===== config.mk =====
export PLATFORM = sky130hd
export DESIGN_NAME = cdpwm_top
export DESIGN_NICKNAME = d
export VERILOG_FILES = /design/src/rtl/dpwm_pkg.sv /design/src/rtl/dpwm_carrier.sv /design/src/rtl/dpwm_shadow.sv /design/src/rtl/dpwm_outstage.sv /design/src/rtl/cdpwm_top.sv
export SDC_FILE = /design/constraint.sdc
export NUM_CORES = 1
export LEC_CHECK = 0
export BUFFER_PORTS_ARGS = -buffer_cell sky130_fd_sc_hd__buf_2
export CORE_MARGIN = 1.5
export CORE_UTILIZATION = 35
export CTS_BUF_LIST = sky130_fd_sc_hd__clkbuf_4
export DETAILED_ROUTE_END_ITERATION = 7
export SLEW_MARGIN = 0
export SYNTH_ARGS = -nofsm -noshare
export SYNTH_HDL_FRONTEND = slang
export SYNTH_SLANG_ARGS = --single-unit

===== constraint.sdc =====
create_clock -name clk -period 6.1 [get_ports clk]
set_clock_uncertainty 0.05 [all_clocks]
set_input_delay 0.305 -clock clk [delete_from_list [all_inputs] [get_ports clk]]
set_output_delay 0.305 -clock clk [all_outputs]
set_load 0.005 [all_outputs]

===== src/rtl/dpwm_pkg.sv =====
`timescale 1ns/1ps
package dpwm_pkg;
  typedef enum logic {
    DIR_UP = 1'b0,
    DIR_DN = 1'b1
  } dir_e;
endpackage


===== src/rtl/dpwm_carrier.sv =====
`timescale 1ns/1ps
module dpwm_carrier
  import dpwm_pkg::*;
#(
  parameter int CNT_W = 10
) (
  input  logic             clk,
  input  logic             rst_n,
  input  logic             en_i,
  input  logic [CNT_W-1:0] prd_i,
  output logic [CNT_W-1:0] cnt_o,
  output logic             run_o,
  output logic             valley_ld_o,
  output logic             peak_ent_o
);
  localparam logic [CNT_W-1:0] ONE = CNT_W'(1);

  logic [CNT_W-1:0] cnt_q, cnt_nxt, cnt_inc;
  dir_e             dir_q, dir_nxt;
  logic             run_q, run_nxt;

  assign cnt_inc = cnt_q + ONE;

  always_comb begin
    cnt_nxt = cnt_q;
    dir_nxt = dir_q;
    run_nxt = run_q;
    if (!en_i) begin
      cnt_nxt = '0;
      dir_nxt = DIR_UP;
      run_nxt = 1'b0;
    end else if (!run_q) begin
      cnt_nxt = '0;
      dir_nxt = DIR_UP;
      run_nxt = 1'b1;
    end else if (dir_q == DIR_UP) begin
      cnt_nxt = cnt_inc;
      dir_nxt = (cnt_inc == prd_i) ? DIR_DN : DIR_UP;
    end else begin
      cnt_nxt = cnt_q - ONE;
      dir_nxt = (cnt_q == ONE) ? DIR_UP : DIR_DN;
    end
  end

  always_ff @(posedge clk or negedge rst_n) begin
    if (!rst_n) begin
      cnt_q <= '0;
      dir_q <= DIR_UP;
      run_q <= 1'b0;
    end else begin
      cnt_q <= cnt_nxt;
      dir_q <= dir_nxt;
      run_q <= run_nxt;
    end
  end

  assign valley_ld_o = !en_i || !run_q || (dir_q == DIR_DN && cnt_q == ONE);
  assign peak_ent_o  = en_i && run_q && (dir_q == DIR_UP) && (cnt_inc == prd_i);
  assign cnt_o       = cnt_q;
  assign run_o       = run_q;
endmodule


===== src/rtl/dpwm_shadow.sv =====
`timescale 1ns/1ps
module dpwm_shadow #(
  parameter int CNT_W  = 10,
  parameter int DUTY_W = 16
) (
  input  logic              clk,
  input  logic              rst_n,
  input  logic              valley_ld_i,
  input  logic              peak_ent_i,
  input  logic [CNT_W-1:0]  period_i,
  input  logic [DUTY_W-1:0] duty_i,
  input  logic              dbl_mode_i,
  output logic [CNT_W-1:0]  prd_o,
  output logic [CNT_W-1:0]  cmp_o,
  output logic              full_o,
  output logic              dbl_o
);
  localparam int FRAC_W = DUTY_W - CNT_W;

  logic [CNT_W-1:0] prd_q, prd_nxt, prd_cap;
  logic [CNT_W-1:0] cmp_q, cmp_nxt;
  logic             full_q, full_nxt;
  logic             dbl_q, dbl_nxt;
  logic             cmp_en, shd_en;
  logic             full_at_valley, full_at_peak;

  assign prd_cap        = (period_i == '0) ? CNT_W'(1) : period_i;
  assign full_at_valley = duty_i >= {prd_cap, {FRAC_W{1'b0}}};
  assign full_at_peak   = duty_i >= {prd_q, {FRAC_W{1'b0}}};
  assign shd_en         = valley_ld_i;
  assign cmp_en         = valley_ld_i || (peak_ent_i && dbl_q);

  always_comb begin
    prd_nxt  = shd_en ? prd_cap : prd_q;
    dbl_nxt  = shd_en ? dbl_mode_i : dbl_q;
    cmp_nxt  = cmp_en ? duty_i[DUTY_W-1 -: CNT_W] : cmp_q;
    full_nxt = full_q;
    if (valley_ld_i)      full_nxt = full_at_valley;
    else if (cmp_en)      full_nxt = full_at_peak;
  end

  always_ff @(posedge clk or negedge rst_n) begin
    if (!rst_n) begin
      prd_q  <= CNT_W'(1);
      cmp_q  <= '0;
      full_q <= 1'b0;
      dbl_q  <= 1'b0;
    end else begin
      prd_q  <= prd_nxt;
      cmp_q  <= cmp_nxt;
      full_q <= full_nxt;
      dbl_q  <= dbl_nxt;
    end
  end

  assign prd_o  = prd_q;
  assign cmp_o  = cmp_q;
  assign full_o = full_q;
  assign dbl_o  = dbl_q;
endmodule


===== src/rtl/dpwm_outstage.sv =====
`timescale 1ns/1ps
module dpwm_outstage #(
  parameter int CNT_W = 10
) (
  input  logic [CNT_W-1:0] cnt_i,
  input  logic [CNT_W-1:0] prd_i,
  input  logic [CNT_W-1:0] cmp_i,
  input  logic             full_i,
  input  logic             dbl_i,
  input  logic             run_i,
  output logic             gate_o,
  output logic             sample_o,
  output logic             period_start_o
);
  logic at_valley, at_peak;

  assign at_valley      = run_i && (cnt_i == '0);
  assign at_peak        = run_i && (cnt_i == prd_i);
  assign gate_o         = run_i && (full_i || (cnt_i < cmp_i));
  assign period_start_o = at_valley;
  assign sample_o       = at_valley || (dbl_i && at_peak);
endmodule


===== src/rtl/cdpwm_top.sv =====
`timescale 1ns/1ps
module cdpwm_top #(
  parameter int CNT_W  = 10,
  parameter int DUTY_W = 16
) (
  input  logic              clk,
  input  logic              rst_n,
  input  logic              en_i,
  input  logic [CNT_W-1:0]  period_i,
  input  logic [DUTY_W-1:0] duty_i,
  input  logic              dbl_mode_i,
  output logic              gate_o,
  output logic              sample_o,
  output logic              period_start_o
);
  logic [CNT_W-1:0] cnt_w, prd_w, cmp_w;
  logic             run_w, valley_ld_w, peak_ent_w, full_w, dbl_w;

  dpwm_carrier #(.CNT_W(CNT_W)) u_carrier (
    .clk         (clk),
    .rst_n       (rst_n),
    .en_i        (en_i),
    .prd_i       (prd_w),
    .cnt_o       (cnt_w),
    .run_o       (run_w),
    .valley_ld_o (valley_ld_w),
    .peak_ent_o  (peak_ent_w)
  );

  dpwm_shadow #(.CNT_W(CNT_W), .DUTY_W(DUTY_W)) u_shadow (
    .clk         (clk),
    .rst_n       (rst_n),
    .valley_ld_i (valley_ld_w),
    .peak_ent_i  (peak_ent_w),
    .period_i    (period_i),
    .duty_i      (duty_i),
    .dbl_mode_i  (dbl_mode_i),
    .prd_o       (prd_w),
    .cmp_o       (cmp_w),
    .full_o      (full_w),
    .dbl_o       (dbl_w)
  );

  dpwm_outstage #(.CNT_W(CNT_W)) u_out (
    .cnt_i          (cnt_w),
    .prd_i          (prd_w),
    .cmp_i          (cmp_w),
    .full_i         (full_w),
    .dbl_i          (dbl_w),
    .run_i          (run_w),
    .gate_o         (gate_o),
    .sample_o       (sample_o),
    .period_start_o (period_start_o)
  );
endmodule


==> results of run 1 <==
[state kept, by name, indices dropped and copies added, names as in the netlist]
name and count:
u_carrier.dir_q 1, u_shadow.prd_o 10, u_carrier.cnt_o 10, u_shadow.cmp_o 10
u_carrier.run_o 1, u_shadow.dbl_o 1, u_shadow.full_o 1
[metal layers]
metal,part of all wire [%],vias up
met3,3.9,8
met4,1.2,0
li1,-,1099
met2,44,52
met1,51,1016
met5,0,-
[final timing paths]
check | from | to | cells past startpoint
worst max-delay path | u_carrier.cnt_o[0] | u_shadow.cmp_o[9] | 7
worst min-delay path | en_i | u_carrier.run_o | 1
worst max register to register | u_carrier.cnt_o[0] | u_shadow.cmp_o[9] | 7
worst min register to register | u_shadow.cmp_o[9] | u_shadow.cmp_o[9] | 1
max in group asynchronous | rst_n | u_shadow.cmp_o[5] | 2
min in group asynchronous | rst_n | u_carrier.cnt_o[5] | 2
[cell usage in the layout, fill, tap and decap left out, types with 2 or more instances in the layout]
cell and n:
sky130_fd_sc_hd__inv_1 35, sky130_fd_sc_hd__ha_1 33, sky130_fd_sc_hd__dfrtp_1 33, sky130_fd_sc_hd__buf_2 32, sky130_fd_sc_hd__nand2_1 25, sky130_fd_sc_hd__nor2_1 17, sky130_fd_sc_hd__a21oi_1 14, sky130_fd_sc_hd__o21ai_0 14
sky130_fd_sc_hd__xnor2_1 13, sky130_fd_sc_hd__nand3_1 11, sky130_fd_sc_hd__mux2_4 9, sky130_fd_sc_hd__xor2_1 8, sky130_fd_sc_hd__a21o_1 7, sky130_fd_sc_hd__clkbuf_4 6, sky130_fd_sc_hd__nor3_1 5, sky130_fd_sc_hd__nor4_1 5
sky130_fd_sc_hd__nor2b_1 4, sky130_fd_sc_hd__a31oi_1 4, sky130_fd_sc_hd__nand4_1 4, sky130_fd_sc_hd__nand2b_1 3, sky130_fd_sc_hd__o211ai_1 3, sky130_fd_sc_hd__o22ai_1 2, sky130_fd_sc_hd__and3_1 2, sky130_fd_sc_hd__a21oi_2 2
sky130_fd_sc_hd__a41o_1 2, sky130_fd_sc_hd__mux2_2 2, sky130_fd_sc_hd__or4_1 2
[power by group through the flow]
stage / clock (mW) / sequential (mW) / combinational, mW
after floorplan: 0 / 0.251 / 0.0794
after global placement: 0 / 0.257 / 0.112
after detailed placement: 0 / 0.258 / 0.114
after CTS: 0.129 / 0.253 / 0.115
after global routing: 0.141 / 0.255 / 0.130
final: 0.125 / 0.253 / 0.112
[cell families after synthesis]
logic type,synth area share [%]
and+or+nand+nor,17.4
xor gates and xnor gates,7.32
buffers and inverters,7.59
adders and majority gates,15.1
AOI/OAI and AO/OA,15.3
DFF,31.1
muxes,6.17
[layout make-up]
class / count / area, um2 / share of cell area [%]
Multi-Input combinational cell: 216 / 1680 / 55.7
Sequential cell: 34 / 852 / 28.3
Timing Repair Buffer: 33 / 170 / 5.65
Inverter: 35 / 131 / 4.36
Tap cell: 102 / 128 / 4.24
Clock buffer: 6 / 45.0 / 1.50
Clock inverter: 2 / 8.76 / 0.291
[repair_timing]
item | CTS | global route
endpoints found under the hold margin | 6 | 0
endpoints found under the setup margin | 0 | 0
hold buffers | 1 | 0
==> parameters.txt, run 1 <==
Parameter                              Value

Synthesis
  Synthesis-stage register bit count ... 34
  Combined area of all synthesized cells ... between 2000 and 3000 um2
  Async S/R FF share, synth ... between 90% and 100%
  Top cells by instance count after synthesis ... sky130_fd_sc_hd__inv_1, sky130_fd_sc_hd__dfrtp_1, sky130_fd_sc_hd__ha_1
  Largest cells by area after synthesis ... sky130_fd_sc_hd__dfrtp_1, sky130_fd_sc_hd__ha_1, sky130_fd_sc_hd__mux2_4
  Average cell area after synthesis ... about 9.2 um2
  Top cell type by total area after synthesis ... sky130_fd_sc_hd__dfrtp_1
  Number of distinct library cells after synthesis ... 56
  Number of cells produced by synthesis ... roughly 300
  Number of enable flip-flop cells after synthesis ... 0
  Portion of synthesized cell area occupied by the leading cell type ... a little under a third
  Post-synthesis net count ... 362
  Total of warnings raised by yosys ... 0
  Most common cell in the netlist ... sky130_fd_sc_hd__inv_1
  Sequential share of the synthesized area ... a little under a third
  Most common flop cell mapped by yosys ... sky130_fd_sc_hd__dfrtp_1

Setup path
  Critical path's largest stage delay ... between 700 and 800 ps
  Path type of the worst setup path ... reg2reg
  Kind of start point of the critical path ... flip-flop
  Maximum fanout along the worst path ... 11
  Required time reported for the critical path endpoint ... around 6300 ps
  Top delay family on crit path ... compound AO/OA/AOI/OAI gates
  Slowest stage cell, crit path ... sky130_fd_sc_hd__a21oi_2
  Kind of end point of the critical path ... flip-flop
  Worst setup slack for register-to-register paths ... approximately 3200 ps
  Critical Path AT ... approximately 3100 ps
  Sequence of cells on the critical path ... ha_1 > and3_1 > a21o_1 > a32oi_1 > nor4_4 > a21oi_2 > mux2_1
  Critical path buffers and inverters ... 0

Timing
  Peak Freq ... about 340 MHz
  Final WS setup ... 3160 ps
  Final-report setup violation count ... 0
  Least-Margin Pin Slew ... 880 ps
  Unrepaired setup endpoints after global routing ... no
  Endpoints failing hold ... 0
  Relative max-transition margin ... 41.3%
  Fin crit period ... around 2900 ps
  Worst hold margin ... 21.5 ps
  Post-Route Setup TNS ... 0 ps
  Period utilisation layout ... around half
  Pins over their slew limit ... 0

Drt
  Via-to-Cell Ratio ... between 5 and 6
  Starting DRT DRC Count ... 164
  Drt first pass iters ... 4
  Residual DRC count ... 0
  Remaining number of nets flagged by the antenna check after routing ... 0
  Average routed wire per standard cell ... approximately 14 um
  DRT Wirelength ... 6140 um
  Total number of vias ... about 2,200

Worst hold path
  Worst min path class ... in2reg

Layout
  Number of inserted diodes ... 0
  Final core utilization ... 39.4%
  Nets ... around 390
  Post-layout instance count excluding filler cells ... roughly 430
  Post-layout instance area ... 3010 um2
  Count of fill cells added during filler insertion ... 787
  Layout Area Growth over Synthesis ... 10.1%
  Share of cells above drive strength 1 ... 19.3%

Global routing
  Global-route wire length before repair ... between 10,000 and 15,000 um
  Via count of the first global-routing pass ... approximately 2,200
  M2 GR Usage ... between 20 and 30%
  Pin count of the biggest net entering global routing ... 35
  Aggregate global-route resource usage ... between 15 and 20%
  Met1 layer usage reported by global route ... between 20% and 30%
  Total gr overflow ... 0
  Met3 usage in global routing ... under 10%
  Global route hottest layer ... met2
  Antenna violations before repair ... 0

CTS
  Number of H-tree levels ... 2
  Clk_lat worst skew ... approximately 340 ps
  Clock slew at reported path FFs ... between 100 and 150 ps
  Quantity of gates resized following cts ... 0
  # clock sinks ... 34
  CTS tree ... done
  Number of buffers on the longest clock path ... 2
  Root cell of the clock tree ... sky130_fd_sc_hd__clkbuf_4
  Post-CTS Setup Repair Bufs ... 0
  Total clock buffers created by CTS ... 5

Floorplanning
  Total number of placement rows ... 32
  Die boundary height ... between 90 and 100 um
  Starting utilization of the core area ... ~36%
  Die width ... 91.4 um
  Placeable core area ... 7650 um2
  Total die area ... between 8000 and 9000 um2
  I/O Pins ... 33

Placed design
  Post-Place Cell Area ... 2950 um2
  Place WS ... roughly 3200 ps
  Count of input and output buffers ... 32
  # placed instances ... between 400 and 500
  Detail Placement HPWL ... a little under 5000 um
  Routability congestion estimate ... roughly 0.79

Pwr
  Comb power frac ... between 20 and 25%
  Clock Power Share ... between 20% and 30%
  Total power ... 491 uW
  Cell Pwr Density ... between 150 and 200 nW/um2
  Switching Power ... about 150 uW
  Leakage power of the design ... about 1.5 nW
  Peak VDD IR ... between 0.00006 and 0.00007 V
  Share of total power in sequential cells ... slightly above 50%
  Internal power component ... approximately 340 uW
  Switching part of the total ... 30.8%

Run
  Max-cap check violation count ... 0

Status
  Outcome ... complete, no violations
Note: power is estimated with default switching activity, not from simulation.
==> run 2, diff against run 1 <==
==> constraint.sdc (replaced) <==
create_clock -name clk -period 2.86 [get_ports clk]
set_clock_uncertainty 0.05 [all_clocks]
set_input_delay 0.143 -clock clk [delete_from_list [all_inputs] [get_ports clk]]
set_output_delay 0.143 -clock clk [all_outputs]
set_load 0.005 [all_outputs]
==> run 2 against run 1 <==
Critical path depth is 1 lower. Fmax grew 9.4%. Total power is 140% higher. Global-route usage grew 1.1 points. Combinational power up 140%. Register-to-register slack got worse by 3000 ps. Critical endpoint is now u_shadow.cmp_o[2]. Setup slack got worse by 3000 ps. Clock power grew to 3.0 times the previous value. Sequential power increased by 110%. Highest routed layer unchanged.
==> parameters.txt, run 2 (synthesized netlist as in run 1, its figures left out) <==
Parameter                              Value

Pwr
  Cell Pwr Density ... 363 nW/um2
  Peak VDD IR ... between 0.0001 and 0.00015 V
  Leakage power of the design ... approximately 1.6 nW

CTS
  # clock sinks ... 34
  Clk_lat worst skew ... ~350 ps
  Number of H-tree levels ... 2
  Root cell of the clock tree ... sky130_fd_sc_hd__clkbuf_4
  Clock slew at reported path FFs ... approximately 120 ps
  CTS tree ... done
  Number of buffers on the longest clock path ... 2
  Total clock buffers created by CTS ... 5

Timing
  Endpoints failing hold ... 0
  Pins over their slew limit ... 0
  Peak Freq ... ~370 MHz
  Period utilisation layout ... 93.9%
  Relative max-transition margin ... roughly 44%
  Unrepaired setup endpoints after global routing ... no
  Final-report setup violation count ... 0
  Post-Route Setup TNS ... 0 ps
  Fin crit period ... 2680 ps
  Least-Margin Pin Slew ... around 840 ps
  Final WS setup ... about 180 ps

Floorplanning
  Die boundary height ... about 91 um
  Die width ... 91.4 um
  Starting utilization of the core area ... a little over a third
  Total number of placement rows ... 32
  I/O Pins ... 33
  Total die area ... ~8400 um2
  Placeable core area ... roughly 7600 um2

Global routing
  Total gr overflow ... 0
  Pin count of the biggest net entering global routing ... 35
  Global route hottest layer ... met2
  Antenna violations before repair ... 0
  Met1 layer usage reported by global route ... between 20% and 30%
  Via count of the first global-routing pass ... around 2,400
  Global-route wire length before repair ... 11,300 um
  Aggregate global-route resource usage ... between 15 and 20%
  M2 GR Usage ... between 20 and 30%
  Met3 usage in global routing ... 3.02%

Layout
  Most used cells in the layout excluding fill and tap cells ... sky130_fd_sc_hd__inv_1, sky130_fd_sc_hd__ha_1, sky130_fd_sc_hd__dfrtp_1
  Layout Area Growth over Synthesis ... 18.5%
  Nets ... 411
  Number of inserted diodes ... 0
  Most frequent standard cell in the layout excluding fill and tap cells ... sky130_fd_sc_hd__inv_1
  Share of cells above drive strength 1 ... between 20% and 30%
  Post-layout instance area ... ~3200 um2
  Count of fill cells added during filler insertion ... about 760

Status
  Outcome ... complete, no violations

Run
  Max-cap check violation count ... 0

Placed design
  Routability congestion estimate ... a little under 0.9
  Detail Placement HPWL ... roughly 5100 um
  Post-Place Cell Area ... 3030 um2
  Count of input and output buffers ... 32
  Place WS ... about 180 ps

Setup path
  Maximum fanout along the worst path ... 11
  Kind of start point of the critical path ... flip-flop
  Critical Path AT ... between 2000 and 3000 ps
  Required time reported for the critical path endpoint ... a little over 3000 ps
  Path type of the worst setup path ... reg2reg
  Kind of end point of the critical path ... flip-flop

Drt
  Starting DRT DRC Count ... between 100 and 150
  Via-to-Cell Ratio ... approximately 5
  Total number of vias ... 2,306
  DRT Wirelength ... approximately 6700 um
  Residual DRC count ... 0
  Average routed wire per standard cell ... 14.8 um
  Drt first pass iters ... 4
  Remaining number of nets flagged by the antenna check after routing ... 0

Worst hold path
  Worst min path class ... in2reg
run 2: cell count changes in the layout (fill, tap and decap cells not counted):
cell / delta
sky130_fd_sc_hd__dlygate4sd3_1: +12
sky130_fd_sc_hd__buf_4: +11
sky130_fd_sc_hd__bufinv_16: +1
sky130_fd_sc_hd__clkinv_1: -1
sky130_fd_sc_hd__clkinv_2: -1
sky130_fd_sc_hd__clkinvlp_4: +1
run 2: layout make-up:
| cell class | count | area (um2) | share of cell area [%] |
|---|---|---|---|
| multi-input combinational | 216 | 1680 | 51.7 |
| clock inverter | 2 | 37.5 | 1.16 |
| inverter | 35 | 131 | 4.05 |
| sequential | 34 | 852 | 26.3 |
| tap | 102 | 128 | 3.94 |
| timing repair buffer | 56 | 373 | 11.5 |
| clock buffer | 6 | 45.0 | 1.39 |
run 2: through the flow:
stage	instances	power, mW	hold WS, ps	utilization [%]
after floorplan	299	0.706	-203	-
after global placement	430	0.791	218	39.6
after detailed placement	430	0.798	219	39.6
after CTS	451	1.19	2.35	42.4
after global routing	451	1.25	7.82	42.4
final	451	1.18	16.8	42.4
run 2: what timing repair did:
| item | CTS | global route |
|---|---|---|
| hold buffers | 13 | 0 |
| resized for setup | 0 | 0 |
| setup buffers | 0 | 0 |
| endpoints found under the hold margin | 45 | 0 |
run 2: final timing paths:
path	from	slack [ps]	endpoint	depth (start not counted)
max in group asynchronous	rst_n	1910	u_carrier.cnt_o[8]	2
worst min-delay path	duty_i[13]	20	u_shadow.cmp_o[7]	2
min in group asynchronous	rst_n	360	u_carrier.cnt_o[4]	2
worst max register to register	u_carrier.cnt_o[5]	180	u_shadow.cmp_o[2]	6
worst min register to register	u_shadow.cmp_o[3]	470	u_shadow.cmp_o[3]	1
worst max-delay path	u_carrier.cnt_o[5]	180	u_shadow.cmp_o[2]	6
run 2: critical path, cell delays in order (launching register included):
cell and delay, ps:
sky130_fd_sc_hd__dfrtp_1 520, sky130_fd_sc_hd__and4_1 400, sky130_fd_sc_hd__a21oi_2 90, sky130_fd_sc_hd__or4b_4 510, sky130_fd_sc_hd__a2111oi_4 360, sky130_fd_sc_hd__a21oi_2 280, sky130_fd_sc_hd__mux2_4 360
run 2: metal layers:
metal  routed length [um]  vias up
li1                     -     1140
met1                 3140     1088
met2                 3090       65
met3                  288       13
met4                  147        0
met5                    0        -
run 2: report_power, final:
group	leakage (nW)	internal (mW)	switching (mW)
Combinational	1.13	0.127	0.138
Clock	0.0419	0.194	0.181
Sequential	0.422	0.510	0.0272
Total	1.59	0.831	0.345
==> run 3, diff against run 2 <==
--- a/config.mk
+++ b/config.mk
@@ -7,9 +7,11 @@
 export LEC_CHECK = 0
 export BUFFER_PORTS_ARGS = -buffer_cell sky130_fd_sc_hd__buf_2
 export CORE_MARGIN = 1.5
-export CORE_UTILIZATION = 35
+export CORE_UTILIZATION = 50
 export CTS_BUF_LIST = sky130_fd_sc_hd__clkbuf_4
 export DETAILED_ROUTE_END_ITERATION = 7
+export PLACE_DENSITY = 0.7
+export SETUP_SLACK_MARGIN = 0.05
 export SLEW_MARGIN = 0
 export SYNTH_ARGS = -nofsm -noshare
 export SYNTH_HDL_FRONTEND = slang
==> constraint.sdc (replaced) <==
create_clock -name clk -period 2.86 [get_ports clk]
set_clock_uncertainty 0.05 [all_clocks]
set_input_delay 0.572 -clock clk [delete_from_list [all_inputs] [get_ports clk]]
set_output_delay 0.572 -clock clk [all_outputs]
set_load 0.005 [all_outputs]
==> run 3 against run 2 <==
Critical path depth did not move. Utilization rose by 17 points. First-iteration DRC count rose by 17%. Critical endpoint is now sample_o. Via count fell by 0.69%. Sequential share of layout area rose by 1.3 points. Combinational power fell by 5%. Non-clock buffer count fell by 10. Count of clock-buffer cells in the layout fell by 1. Setup slack improved by 9.4 ps.
==> parameters.txt, run 3 (synthesized netlist as in run 1, its figures left out) <==
Parameter                              Value

CTS
  # clock sinks ... 34
  Number of H-tree levels ... 2
  Clock slew at reported path FFs ... 120 ps
  Number of buffers on the longest clock path ... 2
  Number of hold buffers added after cts ... 0
  CTS tree ... done
  Clk_lat worst skew ... around 350 ps
  Root cell of the clock tree ... sky130_fd_sc_hd__clkbuf_4
  Total clock buffers created by CTS ... 5

Setup path
  Critical Path AT ... ~2100 ps
  Kind of end point of the critical path ... output pin
  Maximum fanout along the worst path ... 6
  Kind of start point of the critical path ... flip-flop
  Required time reported for the critical path endpoint ... ~2200 ps
  Path type of the worst setup path ... reg2out

Floorplanning
  Placeable core area ... 5200 um2
  Total die area ... between 5000 and 6000 um2
  Die width ... approximately 77 um
  Total number of placement rows ... 26
  I/O Pins ... 33
  Die boundary height ... 77.0 um
  Starting utilization of the core area ... 52.6%

Pwr
  Cell Pwr Density ... between 300 and 400 nW/um2
  Peak VDD IR ... about 0.00023 V
  Leakage power of the design ... ~1.6 nW
  Total power ... between 1 and 1.5 mW

Drt
  Drt first pass iters ... 4
  DRT Wirelength ... ~6300 um
  Via-to-Cell Ratio ... about 5.6
  Remaining number of nets flagged by the antenna check after routing ... 0
  Residual DRC count ... 0
  Total number of vias ... around 2,300
  Average routed wire per standard cell ... between 15 and 20 um
  Starting DRT DRC Count ... 145

Global routing
  Antenna violations before repair ... 0
  Via count of the first global-routing pass ... about 2,300
  Total gr overflow ... 0
  Pin count of the biggest net entering global routing ... 35
  Aggregate global-route resource usage ... a little under a quarter
  Global-route wire length before repair ... 10,800 um

Placed design
  Count of input and output buffers ... 32
  # placed instances ... 400
  Routability congestion estimate ... ~0.9
  Detail Placement HPWL ... 4960 um

Timing
  Pins over their slew limit ... 0
  Unrepaired setup endpoints after global routing ... yes
  Least-Margin Pin Slew ... 783 ps
  Peak Freq ... 374 MHz
  Post-Route Setup TNS ... 0 ps
  Relative max-transition margin ... a little under half
  Endpoints failing hold ... 0
  Final-report setup violation count ... 0
  Fin crit period ... 2680 ps
  Period utilisation layout ... between 90 and 100%

Worst hold path
  Worst min path class ... in2async

Run
  Max-cap check violation count ... 0

Layout
  Nets ... 401
  Share of cells above drive strength 1 ... a little under a quarter
  Number of inserted diodes ... 0
  Most frequent standard cell in the layout excluding fill and tap cells ... sky130_fd_sc_hd__inv_1
  Most used cells in the layout excluding fill and tap cells ... sky130_fd_sc_hd__inv_1, sky130_fd_sc_hd__ha_1, sky130_fd_sc_hd__dfrtp_1
  Layout Area Growth over Synthesis ... 13.0%
  Post-layout instance count excluding filler cells ... between 400 and 500

Status
  Outcome ... complete, no violations
==> run 3: changes by cell type in the layout (fill, tap and decap cells not counted), sizes merged <==
cell / previous run / this run
clkinv: 0 / 2
dlygate4sd3: 13 / 0
clkbuf: 6 / 5
buf: 43 / 46
bufinv: 1 / 0
==> run 3: layout make-up <==
cell class / instances / area (um2)
Fill cell: 477 / 2110
Multi-Input combinational cell: 216 / 1700
Sequential cell: 34 / 852
Timing Repair Buffer: 46 / 265
Inverter: 35 / 131
Tap cell: 70 / 87.6
Clock buffer: 5 / 37.5
Clock inverter: 3 / 21.3
==> run 3: final timing paths <==
kind	startpoint	endpoint	slack [ps]	cells past startpoint
worst min-delay path	rst_n	u_carrier.cnt_o[4]	240	1
min in group clk	en_i	u_carrier.run_o	290	1
worst max register to register	u_carrier.cnt_o[5]	u_shadow.cmp_o[9]	200	6
max in group asynchronous	rst_n	u_shadow.cmp_o[9]	2020	1
worst max-delay path	u_carrier.cnt_o[7]	sample_o	180	6
worst min register to register	u_shadow.cmp_o[9]	u_shadow.cmp_o[9]	470	1
==> run 3: per-layer routing <==
| layer | share of wire [%] | GRT usage [%] | routed length (um) |
|---|---|---|---|
| met5 | 0 | 0 | 0 |
| met4 | 1.5 | 9.82 | 92 |
| met2 | 48 | 39.3 | 3030 |
| met3 | 4.5 | 4.29 | 285 |
| met1 | 46 | 29.4 | 2890 |
==> run 3: metrics by stage <==
step	util, %	area [um2]	setup WS (ps)	hold WS (ps)
2_1_floorplan	-	2740	406	226
3_3_place_gp	57.7	3010	225	432
3_5_place_dp	57.7	3010	160	442
4_1_cts	58.9	3060	128	250
5_1_grt	59.4	3090	22.7	269
6_report	59.4	3090	185	235
==> run 3: repair_timing <==
item                                    4_1_cts  5_1_grt
hold endpoints to repair                      0        0
buffers inserted                              0        1
gates resized for setup                       0        5
endpoints found under the setup margin        0       11
==> run 3: power by group <==
part | internal (mW) | switching, mW | total [mW] | leakage, nW
clock network | 0.0955 | 0.184 | 0.279 | 0.0312
registers | 0.510 | 0.0280 | 0.538 | 0.422
logic | 0.117 | 0.135 | 0.252 | 1.10
total | 0.723 | 0.347 | 1.07 | 1.55
==> run 3: worst max-delay path, stage by stage, from the launching register on <==
cell	delay, ps
sky130_fd_sc_hd__dfrtp_1	460
sky130_fd_sc_hd__buf_4	190
sky130_fd_sc_hd__or2_1	240
sky130_fd_sc_hd__nor4_1	320
sky130_fd_sc_hd__nor3b_2	270
sky130_fd_sc_hd__a41o_1	130
sky130_fd_sc_hd__buf_2	110
